File: config.mk
export PLATFORM = sky130hd
export DESIGN_NAME = fsyn_core
export DESIGN_NICKNAME = d
export VERILOG_FILES = /design/src/rtl/fsyn_pkg.sv /design/src/rtl/fsyn_serial_port.sv /design/src/rtl/fsyn_ref_divider.sv /design/src/rtl/fsyn_swallow_divider.sv /design/src/rtl/fsyn_phase_lock.sv /design/src/rtl/fsyn_core.sv
export SDC_FILE = /design/constraint.sdc
export NUM_CORES = 1
export LEC_CHECK = 0
export ABC_AREA = 0
export BUFFER_PORTS_ARGS = -buffer_cell sky130_fd_sc_hd__buf_2
export CAP_MARGIN = 20
export CORE_MARGIN = 10
export CORE_UTILIZATION = 61
export CTS_BUF_LIST = sky130_fd_sc_hd__clkbuf_16
export DETAILED_ROUTE_END_ITERATION = 16
export GPL_TIMING_DRIVEN = 0
export PLACE_DENSITY = 0.88
export SLEW_MARGIN = 15
export SYNTH_ARGS = -nofsm -noshare
export SYNTH_HDL_FRONTEND = slang
export SYNTH_SLANG_ARGS = --single-unit
File: constraint.sdc
create_clock -name clk -period 2 [get_ports clk]
set_input_delay 0.3 -clock clk [delete_from_list [all_inputs] [get_ports clk]]
set_output_delay 0.3 -clock clk [all_outputs]
set_load 0.005 [all_outputs]
File: src/rtl/fsyn_pkg.sv
package fsyn_pkg;
    localparam int MAIN_W = 9;
    localparam int SWAL_W = 5;
    localparam int CTL_W  = 4;
    localparam int WORD_W = CTL_W + MAIN_W + SWAL_W;

    typedef struct packed {
        logic [CTL_W-1:0]  ctl;
        logic [MAIN_W-1:0] main;
        logic [SWAL_W-1:0] swal;
    } word_t;
endpackage

File: src/rtl/fsyn_serial_port.sv
module fsyn_serial_port
    import fsyn_pkg::*;
(
    input  logic  clk,
    input  logic  rst_n,
    input  logic  ser_clk,
    input  logic  ser_dat,
    input  logic  ser_stb,
    output word_t word,
    output logic  load
);
    typedef struct packed {
        logic              sclk;
        logic              stb;
        logic [WORD_W-1:0] sr;
        logic [WORD_W-1:0] word;
        logic              load;
    } sp_t;

    sp_t st_d, st_q;

    always_comb begin
        st_d      = st_q;
        st_d.sclk = ser_clk;
        st_d.stb  = ser_stb;
        st_d.load = 1'b0;
        if (ser_clk && !st_q.sclk)
            st_d.sr = {st_q.sr[WORD_W-2:0], ser_dat};
        if (ser_stb && !st_q.stb) begin
            st_d.word = st_q.sr;
            st_d.load = 1'b1;
        end
    end

    always_ff @(posedge clk or negedge rst_n) begin
        if (!rst_n) st_q <= '0;
        else        st_q <= st_d;
    end

    assign word = word_t'(st_q.word);
    assign load = st_q.load;


    load_single_chk: assert property (@(posedge clk) disable iff (!rst_n)
        load |=> !load);
endmodule

File: src/rtl/fsyn_ref_divider.sv
module fsyn_ref_divider #(
    parameter int REF_DIV = 512
) (
    input  logic clk,
    input  logic rst_n,
    input  logic ref_tick,
    output logic ref_out
);
    generate
        if (REF_DIV < 2) begin : g_bypass
            logic pulse_d, pulse_q;
            always_comb pulse_d = ref_tick;
            always_ff @(posedge clk or negedge rst_n) begin
                if (!rst_n) pulse_q <= 1'b0;
                else        pulse_q <= pulse_d;
            end
            assign ref_out = pulse_q;
        end else begin : g_count
            localparam int CW = $clog2(REF_DIV);
            localparam logic [CW-1:0] LAST = CW'(REF_DIV - 1);

            typedef struct packed {
                logic [CW-1:0] cnt;
                logic          pulse;
            } rd_t;

            rd_t st_d, st_q;

            always_comb begin
                st_d       = st_q;
                st_d.pulse = 1'b0;
                if (ref_tick) begin
                    if (st_q.cnt == LAST) begin
                        st_d.cnt   = '0;
                        st_d.pulse = 1'b1;
                    end else begin
                        st_d.cnt = st_q.cnt + 1'b1;
                    end
                end
            end

            always_ff @(posedge clk or negedge rst_n) begin
                if (!rst_n) st_q <= '0;
                else        st_q <= st_d;
            end

            assign ref_out = st_q.pulse;


            ref_pulse_width_chk: assert property (@(posedge clk) disable iff (!rst_n)
                ref_out |=> !ref_out);
        end
    endgenerate
endmodule

File: src/rtl/fsyn_swallow_divider.sv
module fsyn_swallow_divider
    import fsyn_pkg::*;
#(
    parameter int DEF_MAIN = 8,
    parameter int DEF_SWAL = 0
) (
    input  logic              clk,
    input  logic              rst_n,
    input  logic              pre_tick,
    input  logic              ld,
    input  logic [MAIN_W-1:0] new_main,
    input  logic [SWAL_W-1:0] new_swal,
    output logic              div_out,
    output logic              mod_hi
);
    localparam logic [MAIN_W-1:0] RST_MAIN = MAIN_W'(DEF_MAIN);
    localparam logic [SWAL_W-1:0] RST_SWAL = SWAL_W'(DEF_SWAL);

    typedef struct packed {
        logic [MAIN_W-1:0] main;
        logic [SWAL_W-1:0] swal;
        logic [MAIN_W-1:0] act_main;
        logic [SWAL_W-1:0] act_swal;
        logic [MAIN_W-1:0] pend_main;
        logic [SWAL_W-1:0] pend_swal;
        logic              pend;
        logic              div;
    } dv_t;

    dv_t  st_d, st_q;
    logic terminal;

    always_comb terminal = (st_q.main < MAIN_W'(2));

    always_comb begin
        st_d     = st_q;
        st_d.div = 1'b0;
        if (ld) begin
            st_d.pend      = 1'b1;
            st_d.pend_main = new_main;
            st_d.pend_swal = new_swal;
        end
        if (pre_tick) begin
            if (terminal) begin
                st_d.div = 1'b1;
                if (st_q.pend) begin
                    st_d.main     = st_q.pend_main;
                    st_d.swal     = st_q.pend_swal;
                    st_d.act_main = st_q.pend_main;
                    st_d.act_swal = st_q.pend_swal;
                    st_d.pend     = ld;
                end else begin
                    st_d.main = st_q.act_main;
                    st_d.swal = st_q.act_swal;
                end
            end else begin
                st_d.main = st_q.main - 1'b1;
                if (st_q.swal != '0)
                    st_d.swal = st_q.swal - 1'b1;
            end
        end
    end

    always_ff @(posedge clk or negedge rst_n) begin
        if (!rst_n) begin
            st_q          <= '0;
            st_q.main     <= RST_MAIN;
            st_q.swal     <= RST_SWAL;
            st_q.act_main <= RST_MAIN;
            st_q.act_swal <= RST_SWAL;
        end else begin
            st_q <= st_d;
        end
    end

    assign div_out = st_q.div;
    assign mod_hi  = (st_q.swal != '0);


    mod_change_on_tick_chk: assert property (@(posedge clk) disable iff (!rst_n)
        !$stable(mod_hi) |-> $past(pre_tick));


    div_after_tick_chk: assert property (@(posedge clk) disable iff (!rst_n)
        div_out |-> $past(pre_tick));
endmodule

File: src/rtl/fsyn_phase_lock.sv
module fsyn_phase_lock #(
    parameter int LOCK_TOL = 16,
    parameter int LOCK_CNT = 8
) (
    input  logic clk,
    input  logic rst_n,
    input  logic ref_p,
    input  logic div_p,
    input  logic clr,
    output logic pd_up,
    output logic pd_dn,
    output logic locked
);
    localparam int ERR_W  = $clog2(LOCK_TOL + 1);
    localparam int GOOD_W = $clog2(LOCK_CNT + 1);
    localparam logic [ERR_W-1:0]  TOL_V  = ERR_W'(LOCK_TOL);
    localparam logic [GOOD_W-1:0] GOOD_M = GOOD_W'(LOCK_CNT);
    localparam logic [GOOD_W-1:0] GOOD_L = GOOD_W'(LOCK_CNT - 1);

    typedef struct packed {
        logic              up;
        logic              dn;
        logic [ERR_W-1:0]  err;
        logic [GOOD_W-1:0] good;
        logic              locked;
    } pl_t;

    pl_t  st_d, st_q;
    logic up_set, dn_set;

    always_comb begin
        up_set = st_q.up | ref_p;
        dn_set = st_q.dn | div_p;
        st_d   = st_q;
        if (up_set && dn_set) begin
            st_d.up = 1'b0;
            st_d.dn = 1'b0;
        end else begin
            st_d.up = up_set;
            st_d.dn = dn_set;
        end

        if (clr) begin
            st_d.err    = '0;
            st_d.good   = '0;
            st_d.locked = 1'b0;
        end else if (ref_p) begin
            if (st_q.err < TOL_V) begin
                if (st_q.good != GOOD_M)
                    st_d.good = st_q.good + 1'b1;
                if (st_q.good >= GOOD_L)
                    st_d.locked = 1'b1;
            end else begin
                st_d.good   = '0;
                st_d.locked = 1'b0;
            end
            st_d.err = '0;
        end else if ((st_q.up || st_q.dn) && st_q.err != TOL_V) begin
            st_d.err = st_q.err + 1'b1;
        end
    end

    always_ff @(posedge clk or negedge rst_n) begin
        if (!rst_n) st_q <= '0;
        else        st_q <= st_d;
    end

    assign pd_up  = st_q.up;
    assign pd_dn  = st_q.dn;
    assign locked = st_q.locked;


    up_dn_excl_chk: assert property (@(posedge clk) disable iff (!rst_n)
        !(pd_up && pd_dn));


    lock_at_boundary_chk: assert property (@(posedge clk) disable iff (!rst_n)
        $rose(locked) |-> $past(ref_p));


    lock_clear_chk: assert property (@(posedge clk) disable iff (!rst_n)
        clr |=> !locked);
endmodule

File: src/rtl/fsyn_core.sv
module fsyn_core
    import fsyn_pkg::*;
#(
    parameter int REF_DIV  = 512,
    parameter int DEF_MAIN = 8,
    parameter int DEF_SWAL = 0,
    parameter int LOCK_TOL = 16,
    parameter int LOCK_CNT = 8
) (
    input  logic             clk,
    input  logic             rst_n,
    input  logic             ref_tick,
    input  logic             pre_tick,
    input  logic             ser_clk,
    input  logic             ser_dat,
    input  logic             ser_stb,
    output logic             ref_out,
    output logic             div_out,
    output logic             mod_hi,
    output logic             pd_up,
    output logic             pd_dn,
    output logic             locked,
    output logic [CTL_W-1:0] ctl_bits
);
    word_t            word;
    logic             load;
    logic [CTL_W-1:0] ctl_d, ctl_q;

    fsyn_serial_port u_port (
        .clk    (clk),
        .rst_n  (rst_n),
        .ser_clk(ser_clk),
        .ser_dat(ser_dat),
        .ser_stb(ser_stb),
        .word   (word),
        .load   (load)
    );

    fsyn_ref_divider #(.REF_DIV(REF_DIV)) u_ref (
        .clk     (clk),
        .rst_n   (rst_n),
        .ref_tick(ref_tick),
        .ref_out (ref_out)
    );

    fsyn_swallow_divider #(.DEF_MAIN(DEF_MAIN), .DEF_SWAL(DEF_SWAL)) u_div (
        .clk     (clk),
        .rst_n   (rst_n),
        .pre_tick(pre_tick),
        .ld      (load),
        .new_main(word.main),
        .new_swal(word.swal),
        .div_out (div_out),
        .mod_hi  (mod_hi)
    );

    fsyn_phase_lock #(.LOCK_TOL(LOCK_TOL), .LOCK_CNT(LOCK_CNT)) u_pl (
        .clk   (clk),
        .rst_n (rst_n),
        .ref_p (ref_out),
        .div_p (div_out),
        .clr   (load),
        .pd_up (pd_up),
        .pd_dn (pd_dn),
        .locked(locked)
    );

    always_comb ctl_d = load ? word.ctl : ctl_q;

    always_ff @(posedge clk or negedge rst_n) begin
        if (!rst_n) ctl_q <= '0;
        else        ctl_q <= ctl_d;
    end

    assign ctl_bits = ctl_q;


    ctl_hold_chk: assert property (@(posedge clk) disable iff (!rst_n)
        !$past(load) |-> $stable(ctl_bits));
endmodule

* Yosys cells after proc, flatten, opt, wreduce, memory -nomap -nowiden
Index checks and enable logic that the tools add are counted.
** Word-level totals
- Bits in registers :: 109
- Bits in latches :: 0
- Bits in writable memories :: 0
- Memory bits (read-only) :: 0
- Input port bits :: 7
- Output and inout bits :: 10
- Memories kept :: 0
** Operators by class
- Add/sub/neg operators :: 5
- Multipliers :: 0
- Divide/modulo/power cells :: 0
- Order comparisons :: 3
- Eq/ne operators :: 5
- Shift-type cells :: 0
- Multiplexer cells :: 19
- Bitwise operators :: 2
- Reduce and logical (&&, ||, !) cells :: 15
** Operators by type and width (count)
- $mux W14 :: 2
- $mux W5 :: 5
- $mux W10 :: 1
- $add A9 B1 Y9 const B :: 1
- $eq A9 B9 Y1 const B :: 1
- $lt A9 B2 Y1 const B :: 1
- $mux W9 :: 1
- $sub A9 B1 Y9 const B :: 1
- $reduce_and A2 Y1 :: 4
- $mux W1 :: 6
- $mux W2 :: 3
- $ne A3 B3 Y1 const B :: 2
- $add A5 B1 Y5 const B :: 1
- $lt A5 B5 Y1 const B :: 1
- $ne A5 B5 Y1 const B :: 1
- $reduce_bool A5 Y1 :: 1
- $sub A5 B1 Y5 const B :: 1
- $add A4 B1 Y4 const B :: 1
- $ge A4 B3 Y1 const B :: 1
- $logic_and A1 B1 Y1 :: 4
- $mux W4 :: 1
- $ne A4 B4 Y1 const B :: 1
- $reduce_bool A2 Y1 :: 2
- $reduce_bool A3 Y1 :: 1
- other kinds (3) :: 5

* Longest topological paths before layout
Gate-level depths: netlist of the first run.
- Depth in word-level cells :: 5
- Mapped depth :: 7

* Hierarchy
A second synthesis of the first run with hierarchy kept.
** Unflattened totals
- Cells, all modules :: 414
- Area, all modules :: 5291.3 um^2
** Modules (own cells, without submodules)
- fsyn_swallow_divider :: instances 1, cells each 190, area an instance 2297.2 um^2, seq. area each 1103.6 um^2
- fsyn_serial_port :: instances 1, cells each 99, area an instance 1677.9 um^2, seq. area each 975.9 um^2
- fsyn_phase_lock :: instances 1, cells each 69, area an instance 664.4 um^2, seq. area each 300.3 um^2
- fsyn_ref_divider :: instances 1, cells each 48, area an instance 506.7 um^2, seq. area each 250.2 um^2
- fsyn_core :: instances 1, cells each 8, area an instance 145.1 um^2, seq. area each 100.1 um^2

* Worst setup path after synthesis of the first run
OpenSTA, ideal clock, no wires.
- Path kind :: reg-to-reg
- Start :: register u_div.st_q[30] in the netlist's numbering
- End :: register u_div.st_q[34] in the netlist's numbering
- Setup time :: 0.126 ns
- Arrival time :: 1.593 ns
- Required time :: 1.874 ns
- Slack :: 0.281 ns
- Stages on the path, launching flop included :: 6
- Path buffers :: 0
- Clock period less this slack :: 1.719 ns
- Path through :: dfrtp_1 > inv_1 > ha_1 > or3b_2 > mux2_4 > a221o_1
** Between the ends
- Word-level cells in the longest chain between the ends :: 3
- Elaborated cells between the ends (all ways) :: 6
- Classes of those cells :: add/sub: 1; mux: 2; reduce/logical: 3
** RTL lines
- start, declared :: line fsyn_swallow_divider.sv:30 : dv_t st_d, st_q;
- start signal, assigned :: line fsyn_swallow_divider.sv:72 : st_q <= st_d;
- $sub A5 B1 Y5 / $reduce_bool A5 Y1 (equally long branches) :: line fsyn_swallow_divider.sv:59, fsyn_swallow_divider.sv:58
- $mux W5 / $reduce_bool A2 Y1 (equally long branches)
- $mux W14 / $reduce_and A2 Y1 (equally long branches)
Parallel ways exist; a longest one is shown, timed or not. The select of a mux whose other input is x is not followed.
A chain may end at the register's enable or synchronous reset.

* Worst setup path after layout of the first run
- Start :: register u_div.st_q[42] in the netlist's numbering
- End :: register u_div.st_q[27] in the netlist's numbering
** Between the ends
- Word-level cells in the longest chain between the ends :: 2
** RTL lines
- $lt A9 B2 Y1 :: line fsyn_swallow_divider.sv:33 : always_comb terminal = (st_q.main < MAIN_W'(2));
- $reduce_and A2 Y1 (no source line)
No other way between the ends.

==> flow_metrics.env, run 1 <==
export IMPL_drc=0
export IMPL_ios=17
export IMPL_n_fill_cell=534
export IMPL_ys_warn_count=0
export IMPL_diodes=0
export IMPL_antenna_found_initial=0
export IMPL_synth_seq_area_share_pct=56.8
export IMPL_grtUsageTotal_pct=16.1
export IMPL_fin_cells=518
export IMPL_cp_cell_sequence="nor4_1 -> buf_4 -> nand3_1 -> buf_2 -> nand2_1 -> o21ai_0"
export IMPL_place_congestion=0.782
export IMPL_netlist_instances=381
export IMPL_slowest_stage="dfrtp_1"
export IMPL_finalSetupViolCount=0
export IMPL_run_status="finished clean"
export IMPL_fmax_ghz=0.539
export IMPL_hold_viol_final=0
export IMPL_syn_area_um2=4810
export IMPL_fin_crit_ns=1.86
export IMPL_synth_edf_count=0
export IMPL_dieHeight_um=109
export IMPL_drtAntennaViolNets=0
export IMPL_die_w_um=109
export IMPL_p_per_area_nw_per_um2=1300
export IMPL_htreeDepth=3
export IMPL_vdd_drop_max_mv=0.832
export IMPL_grt_pass1_wl_mm=15.3
export IMPL_overflow=0
export IMPL_clk_pin_slew_worst_paths_ns=0.07
export IMPL_drive_gt1_share_pct=29.3
export IMPL_wirelength_mm=8.96
export IMPL_critical_path_max_fanout=10
export IMPL_finalPower_w=0.00697
export IMPL_start_util_pct=62.5
export IMPL_slew_violations=0
export IMPL_synth_seq_cells=109
export IMPL_slew_headroom_pct=58.9
export IMPL_cp_slowest_stage_delay_ns=0.41
export IMPL_viasPerCell=5.85
export IMPL_worst_slew_pin_slew_ns=0.616
export IMPL_via_count=3031
export IMPL_dieArea_um2=11800
export IMPL_cts_tree="built"
export IMPL_critPathLaunchType="flip-flop"
export IMPL_coreArea_um2=7690
export IMPL_dp_hpwl_mm=6.05
export IMPL_worst_hold_path_type="input pin to flip-flop"
export IMPL_use_met1_pct=20.6
export IMPL_use_met3_pct=2.95
export IMPL_finalCritPeriodShare_pct=92.8
export IMPL_cp_data_required_time_ns=2.20
export IMPL_synthToLayoutAreaGrowth_pct=11.5
export IMPL_wl_per_cell_um=17.3
export IMPL_cp_top_family="simple AND/OR/NAND/NOR gates"
export IMPL_async_flop_share_pct=100
export IMPL_p_leak_nw=2.59
export IMPL_clk_latency_ns=0.34
export IMPL_maxCapViolCount=0
export IMPL_clkSinkCount=109
export IMPL_critPathKind="flip-flop to flip-flop"
export IMPL_cts_inserted_buffers=9
export IMPL_grt_max_degree=66
export IMPL_dp_cells=499
export IMPL_first_pass_iters=4
export IMPL_synth_cell_types=51
export IMPL_fin_nets=429
export IMPL_synth_avg_cell_area_um2=12.6
export IMPL_fin_skew_ns=0.00799
export IMPL_yosys_most_used_dff="dfrtp_1"
export IMPL_met2_usage_pct=26.7
export IMPL_grt_pass1_vias=3135
export IMPL_busiest_layer="met2"
export IMPL_drt_iter0_drc=136
export IMPL_port_buffers=15
export IMPL_path_buf_inv=2
export IMPL_clk_root_buffer_cell="clkbuf_16"
export IMPL_crit_path_end_kind="flip-flop"
export IMPL_cts_buffer_depth=2
export IMPL_num_rows=32
export IMPL_synth_fp_nets=397
export IMPL_arrival_ns=2.06
worst register-to-register path, cell delays in order (launching register included):
cell and delay, ns:
dfrtp_1 0.41, nor4_1 0.40, buf_4 0.27, nand3_1 0.23, buf_2 0.26, nand2_1 0.08, o21ai_0 0.09
kinds of logic after synthesis:
| logic type | share of synthesized area, % |
|---|---|
| flip-flops | 56.8 |
| AND/OR/NAND/NOR | 10.0 |
| multiplexers | 19.3 |
| AO/OA/AOI/OAI | 7.68 |
| buffers and inverters | 2.71 |
| adder cells (fa/ha/maj) | 2.34 |
| XOR/XNOR | 1.09 |
area by class of cell:
| type | count | area, um2 | share of cell area [%] |
|---|---|---|---|
| buffer | 15 | 77.6 | 1.45 |
| clock inverter | 5 | 45.0 | 0.841 |
| sequential | 109 | 2730 | 50.9 |
| multi-input combinational | 243 | 1950 | 36.4 |
| inverter | 14 | 52.6 | 0.981 |
| timing repair buffer | 21 | 149 | 2.78 |
| clock buffer | 9 | 225 | 4.20 |
| tap | 102 | 128 | 2.38 |
power by group:
part	internal, W	switching [W]	total [W]
Sequential	0.00295	0.000635	0.00358
Clock	0.000851	0.000785	0.00164
Combinational	0.000958	0.000794	0.00175
Yosys cell counts (all sizes together) (4+ instances only):
cell / n / share of area [%]
nor2: 25 / 2.0
clkbuf: 5 / 0.39
a22o: 4 / 0.73
o22a: 5 / 0.91
xor2: 5 / 0.91
nor3: 6 / 0.62
mux2i: 16 / 3.3
inv: 14 / 1.1
nor2b: 4 / 0.52
ha: 9 / 2.3
a22oi: 6 / 0.94
mux2: 68 / 16
nand4: 4 / 0.65
buf: 10 / 1.2
o21ai: 19 / 2.0
nand2: 18 / 1.6
dfrtp: 107 / 56
a21oi: 6 / 0.62
nand3: 9 / 0.94
path summary, 6_finish.rpt:
kind	from	to	slack [ns]	cells past startpoint
worst max register to register	u_div.st_q[42]	u_div.st_q[27]	0.14	6
worst max-delay path	u_div.st_q[42]	u_div.st_q[27]	0.14	6
min in group asynchronous	rst_n	u_port.st_q[19]	0.44	2
worst min register to register	u_pl.locked	u_pl.locked	0.50	2
worst min-delay path	ser_clk	u_port.st_q[38]	0.07	1
max in group asynchronous	rst_n	u_div.st_q[38]	0.87	3
state kept, by name, summed over array words and instances, names as in the netlist:
register	flops
ctl_bits	4
u_div.div_out	1
u_div.st_q	43
u_pl.locked	1
u_pl.pd_dn	1
u_pl.pd_up	1
u_pl.st_q	9
u_port.load	1
u_port.st_q	20
u_port.word	18
u_ref.g_count.st_q	9
u_ref.ref_out	1
per-stage QoR:
step	cell area, um2	hold WS, ns	utilization (%)	TNS [ns]	setup WS (ns)
floorplan	4810	0.00441	-	0	0.281
global placement	5010	0.418	65.2	-56.87	-0.535
detailed placement	5040	0.247	65.6	0	0.0379
CTS	5320	0.0657	69.2	0	0.00328
global route	5360	0.0662	69.7	-0.00577	-0.00577
finish	5360	0.0713	69.7	0	0.144
layer usage:
layer / vias up / routed length [um]
met3: 17 / 288
li1: 1427 / -
met1: 1516 / 4090
met4: 0 / 129
met2: 71 / 4440
met5: - / 0
cells in the final DEF (no fill, tap or decap), types with 9 or more instances in the layout:
cell type	n
mux2i_1	16
mux2_2	67
clkbuf_16	9
o21ai_0	19
nor2_1	25
nand3_1	9
dfrtp_1	107
ha_1	9
nand2_1	17
buf_2	19
inv_1	14
what timing repair did:
| action | 4_1_cts | 5_1_grt |
|---|---|---|
| resized for setup | 0 | 1 |
| hold endpoints to repair | 44 | 0 |
| setup endpoints to repair | 0 | 20 |
| hold buffers | 1 | 0 |
| setup buffers | 0 | 4 |
No activity file was read; power rests on OpenSTA's default activity.
==> inputs of run 2 (changes only) <==
--- a/config.mk
+++ b/config.mk
@@ -12,7 +12,6 @@
 export CORE_UTILIZATION = 61
 export CTS_BUF_LIST = sky130_fd_sc_hd__clkbuf_16
 export DETAILED_ROUTE_END_ITERATION = 16
-export GPL_TIMING_DRIVEN = 0
 export PLACE_DENSITY = 0.88
 export SLEW_MARGIN = 15
 export SYNTH_ARGS = -nofsm -noshare
==> flow_metrics.env, run 2 (synthesis results as in run 1) <==
export IMPL_drtAntennaViolNets=0
export IMPL_clk_pin_slew_worst_paths_ns=0.07
export IMPL_synthToLayoutAreaGrowth_pct=12.2
export IMPL_grt_pass1_wl_mm=15.1
export IMPL_port_buffers=16
export IMPL_dieArea_um2=11800
export IMPL_clk_root_buffer_cell="clkbuf_16"
export IMPL_fin_skew_ns=0.00751
export IMPL_crit_path_end_kind="flip-flop"
export IMPL_run_status="finished clean"
export IMPL_largest_register_ffs=43
export IMPL_dieHeight_um=109
export IMPL_finalSetupViolCount=0
export IMPL_worst_hold_path_type="input pin to flip-flop"
export IMPL_finalCritPeriodShare_pct=96.0
export IMPL_start_util_pct=62.5
export IMPL_grt_max_degree=40
export IMPL_dpl_instance_area_um2=5070
export IMPL_viasPerCell=5.94
export IMPL_slew_violations=0
export IMPL_worstReg2RegStart="u_div.st_q[40]"
export IMPL_drive_gt1_share_pct=30.8
export IMPL_fin_nets=424
export IMPL_dp_hpwl_mm=6.19
export IMPL_dp_cells=497
export IMPL_fin_area_um2=5390
export IMPL_drc=0
export IMPL_rsz0062_at_grt="false"
export IMPL_wl_per_cell_um=17.5
export IMPL_worst_slew_pin_slew_ns=0.531
export IMPL_reg2reg_depth=4
export IMPL_num_rows=32
export IMPL_reg2reg_setup_slack_ns=0.08
export IMPL_die_w_um=109
export IMPL_vdd_drop_max_mv=0.784
export IMPL_diodes=0
export IMPL_finalPower_w=0.00708
export IMPL_critPathKind="flip-flop to flip-flop"
export IMPL_antenna_found_initial=0
export IMPL_whs_path_depth=1
export IMPL_grt_pass1_vias=3128
export IMPL_fin_cells=515
export IMPL_ios=17
export IMPL_via_count=3060
export IMPL_cp_data_required_time_ns=2.27
export IMPL_overflow=0
export IMPL_clk_latency_ns=0.35
export IMPL_clkSinkCount=109
export IMPL_p_per_area_nw_per_um2=1310
export IMPL_drt_iter0_drc=131
export IMPL_coreArea_um2=7690
export IMPL_final_cell_mix="dfrtp_1 (107), mux2_2 (67), nor2_1 (25)"
export IMPL_hold_end="u_port.st_q[38]"
export IMPL_maxCapViolCount=0
export IMPL_min_delay_start="ser_clk"
export IMPL_cts_inserted_buffers=9
export IMPL_setup_tns_ns=0
export IMPL_wirelength_mm=9.02
export IMPL_critical_path_max_fanout=11
export IMPL_slew_headroom_pct=64.3
export IMPL_fin_crit_ns=1.92
export IMPL_first_pass_iters=5
export IMPL_place_congestion=0.801
export IMPL_fmax_ghz=0.521
export IMPL_hold_viol_final=0
export IMPL_cts_buffer_depth=2
export IMPL_grtUsageTotal_pct=16.1
export IMPL_htreeDepth=3
export IMPL_n_fill_cell=541
export IMPL_critPathLaunchType="flip-flop"
export IMPL_arrival_ns=2.19
export IMPL_p_leak_nw=2.61
export IMPL_cts_tree="built"
export IMPL_r2r_end="u_div.st_q[36]"
export IMPL_final_common_cell="dfrtp_1"
export IMPL_top_register="u_div.st_q"
[run 2: cell count changes in the layout (fill, tap and decap cells not counted), sizes merged]
cell      delta
clkbuf       -5
clkinvlp     -1
inv          +3
[run 2: worst max-delay path by stage]
stage,from,slack (ns),end,cells past startpoint
6_report,u_div.st_q[40],0.08,u_div.st_q[36],4
3_3_place_gp,u_div.st_q[40],0.17,u_div.st_q[36],4
5_1_grt,u_ref.g_count.st_q[3],0.003,u_ref.g_count.st_q[6],7
2_1_floorplan,u_div.st_q[30],0.28,u_div.st_q[34],5
3_5_place_dp,u_div.st_q[40],0.11,u_div.st_q[36],4
4_1_cts,u_div.st_q[30],0.05,mod_hi,6
[run 2: layout make-up]
cell class,instances,area (um2),area share (%)
Sequential cell,109,2730,50.6
Multi-Input combinational cell,243,1970,36.5
Clock buffer,9,225,4.18
Timing Repair Buffer,31,223,4.13
Tap cell,102,128,2.37
Clock inverter,7,63.8,1.18
Inverter,14,52.6,0.975
[run 2: through the flow]
step	setup WS (ns)	utilization (%)	hold slack, ns
after floorplan	0.281	-	0.00441
after global placement	0.170	65.9	0.296
after detailed placement	0.113	65.9	0.301
after CTS	0.0514	69.9	0.0516
after global routing	0.00308	70.1	0.0552
final	0.0799	70.1	0.0621
[run 2: worst max-delay path, stage by stage (launching register included)]
cell and delay [ns]:
dfrtp_1 0.42, nor4_4 0.53, and2_2 0.39, mux2_2 0.37, mux2i_1 0.13
[run 2: timing repair]
item	in CTS	in global routing
setup buffers	0	1
hold buffers	1	0
resized for setup	1	2
endpoints found under the setup margin	1	2
pin swaps	0	1
hold endpoints to repair	36	0
[run 2: routing by layer]
layer / GRT usage (%) / vias to the layer above / share of wire, %
met4: 5.74 / 0 / 1.0
met1: 19.3 / 1581 / 44
li1: - / 1418 / -
met2: 27.4 / 50 / 52
met5: 0 / - / 0
met3: 4.19 / 11 / 2.9
[run 2: report_power, final]
| part | internal, W | switching [W] |
|---|---|---|
| clock | 0.000878 | 0.000828 |
| sequential | 0.00295 | 0.000657 |
| combinational | 0.000971 | 0.000802 |
==> inputs of run 3 (changes only) <==
--- a/config.mk
+++ b/config.mk
@@ -6,7 +6,7 @@
 export NUM_CORES = 1
 export LEC_CHECK = 0
 export ABC_AREA = 0
-export BUFFER_PORTS_ARGS = -buffer_cell sky130_fd_sc_hd__buf_2
+export BUFFER_PORTS_ARGS = -buffer_cell sky130_fd_sc_hd__buf_4
 export CAP_MARGIN = 20
 export CORE_MARGIN = 10
 export CORE_UTILIZATION = 61
==> flow_metrics.env, run 3 (synthesis results as in run 1) <==
export IMPL_run_status="finished clean"
export IMPL_grt_max_degree=41
export IMPL_grtUsageTotal_pct=14.8
export IMPL_drt_iter0_drc=103
export IMPL_dieHeight_um=109
export IMPL_p_clk_share_pct=23.7
export IMPL_rsz0062_at_grt="false"
export IMPL_maxCapViolCount=0
export IMPL_multi_input_area_um2=1970
export IMPL_vdd_drop_max_mv=0.692
export IMPL_drc=0
export IMPL_ios=17
export IMPL_seq_area_um2=2730
export IMPL_slew_headroom_pct=67.6
export IMPL_critical_path_max_fanout=4
export IMPL_htreeDepth=3
export IMPL_worstReg2RegStart="u_div.st_q[30]"
export IMPL_critPathKind="flip-flop to output port"
export IMPL_setup_tns_ns=0
export IMPL_first_pass_iters=6
export IMPL_cp_data_required_time_ns=1.70
export IMPL_fmax_ghz=0.545
export IMPL_p_per_area_nw_per_um2=1290
export IMPL_final_cell_mix="dfrtp_1 (107), mux2_2 (67), buf_4 (28)"
export IMPL_fin_crit_ns=1.83
export IMPL_worst_slew_pin_slew_ns=0.486
export IMPL_reg2reg_setup_slack_ns=0.19
export IMPL_p_leak_nw=2.60
export IMPL_clk_latency_ns=0.34
export IMPL_start_util_pct=62.5
export IMPL_wirelength_mm=8.33
export IMPL_cts_inserted_buffers=9
export IMPL_drive_gt1_share_pct=30.2
export IMPL_worst_hold_path_type="input pin to flip-flop"
export IMPL_largest_register_ffs=43
export IMPL_internal_power_w=0.00478
export IMPL_n_fill_cell=517
export IMPL_drtAntennaViolNets=0
export IMPL_top_register="u_div.st_q"
export IMPL_die_w_um=109
export IMPL_fin_nets=423
export IMPL_finalSetupViolCount=0
export IMPL_cts_tree="built"
export IMPL_cp_startpoint="u_div.st_q[30]"
export IMPL_slew_violations=0
export IMPL_clk_root_buffer_cell="clkbuf_16"
export IMPL_fin_skew_ns=0.00681
export IMPL_grt_pass1_vias=2973
export IMPL_min_delay_start="ser_stb"
export IMPL_comb_power_share_pct=25.1
export IMPL_finalCritPeriodShare_pct=91.7
export IMPL_via_count=2964
export IMPL_fin_ws_ns=0.165
export IMPL_viasPerCell=5.79
export IMPL_place_congestion=0.863
export IMPL_arrival_ns=1.53
export IMPL_final_common_cell="dfrtp_1"
export IMPL_clk_pin_slew_worst_paths_ns=0.07
export IMPL_hold_end="u_port.st_q[37]"
export IMPL_num_rows=32
export IMPL_overflow=0
export IMPL_cts_buffer_depth=2
export IMPL_sequentialPowerShare_pct=51.3
export IMPL_reg2reg_depth=5
export IMPL_diodes=0
export IMPL_grt_pass1_wl_mm=14.3
export IMPL_critPathLaunchType="flip-flop"
export IMPL_coreArea_um2=7690
export IMPL_synthToLayoutAreaGrowth_pct=12.1
export IMPL_r2r_end="u_div.st_q[34]"
export IMPL_whs_path_depth=1
export IMPL_post_place_ws_ns=0.0836
export IMPL_antenna_found_initial=0
export IMPL_crit_path_end_kind="output port"
export IMPL_dieArea_um2=11800
export IMPL_switching_share_pct=31.3
export IMPL_clkSinkCount=109
export IMPL_hold_viol_final=0
export IMPL_port_buffers=16
export IMPL_wl_per_cell_um=16.3
export IMPL_dp_hpwl_mm=5.82
export IMPL_power_switching_w=0.00218
==> run 3: cell count changes in the layout (fill, tap and decap cells not counted), sizes merged <==
cell    change
inv         -3
clkinv      +1
buf         -1
==> run 3: repair_timing <==
action	CTS	global route
pin swaps	0	0
gates resized for setup	1	1
hold buffers	1	0
setup endpoints to repair	1	1
buffers inserted	0	0
hold endpoints to repair	35	0
==> run 3: how the worst max path moves through the flow <==
stage	to	slack, ns	cells after the start
6_report	mod_hi	0.17	5
5_1_grt	mod_hi	0.05	5
4_1_cts	mod_hi	0.07	5
3_5_place_dp	u_div.st_q[32]	0.08	6
3_3_place_gp	u_div.st_q[34]	0.26	5
2_1_floorplan	u_div.st_q[34]	0.28	5
==> run 3: critical path: stages (launching register included) <==
cell	delay, ns
dfrtp_1	0.41
inv_1	0.09
ha_1	0.21
nor4b_4	0.29
inv_1	0.07
buf_4	0.14
==> run 3: power by group through the flow <==
stage               sequential, W  combinational [W]  clock [W]
finish                    0.00357            0.00174    0.00165
global route              0.00366            0.00196    0.00176
CTS                       0.00356            0.00176    0.00168
detailed placement        0.00357            0.00173          0
global placement          0.00351            0.00162          0
floorplan                 0.00337            0.00133          0
==> run 3: per-layer routing <==
layer	vias up	part of all wire (%)	GRT usage, %
li1	1424	-	-
met1	1473	45	19.5
met2	58	50	23.6
met3	9	4.2	4.07
met4	0	0.85	4.24
met5	-	0	0
==> run 3: layout make-up <==
| cell class | count | share of cell area [%] |
|---|---|---|
| Inverter | 14 | 0.975 |
| Tap cell | 102 | 2.37 |
| Clock inverter | 5 | 0.859 |
| Clock buffer | 9 | 4.18 |
| Multi-Input combinational cell | 243 | 36.5 |
| Sequential cell | 109 | 50.7 |
| Timing Repair Buffer | 30 | 4.46 |
==> run 3: metrics by stage <==
step / instances / total power (W) / instance area (um2) / hold slack (ns) / utilization, %
finish: 512 / 0.00696 / 5390 / 0.0686 / 70.1
global route: 512 / 0.00738 / 5390 / 0.0568 / 70.1
CTS: 512 / 0.00699 / 5380 / 0.0577 / 70.0
detailed placement: 497 / 0.00530 / 5090 / 0.304 / 66.2
global placement: 497 / 0.00514 / 5090 / 0.290 / 66.2
floorplan: 381 / 0.00470 / 4810 / 0.00441 / -
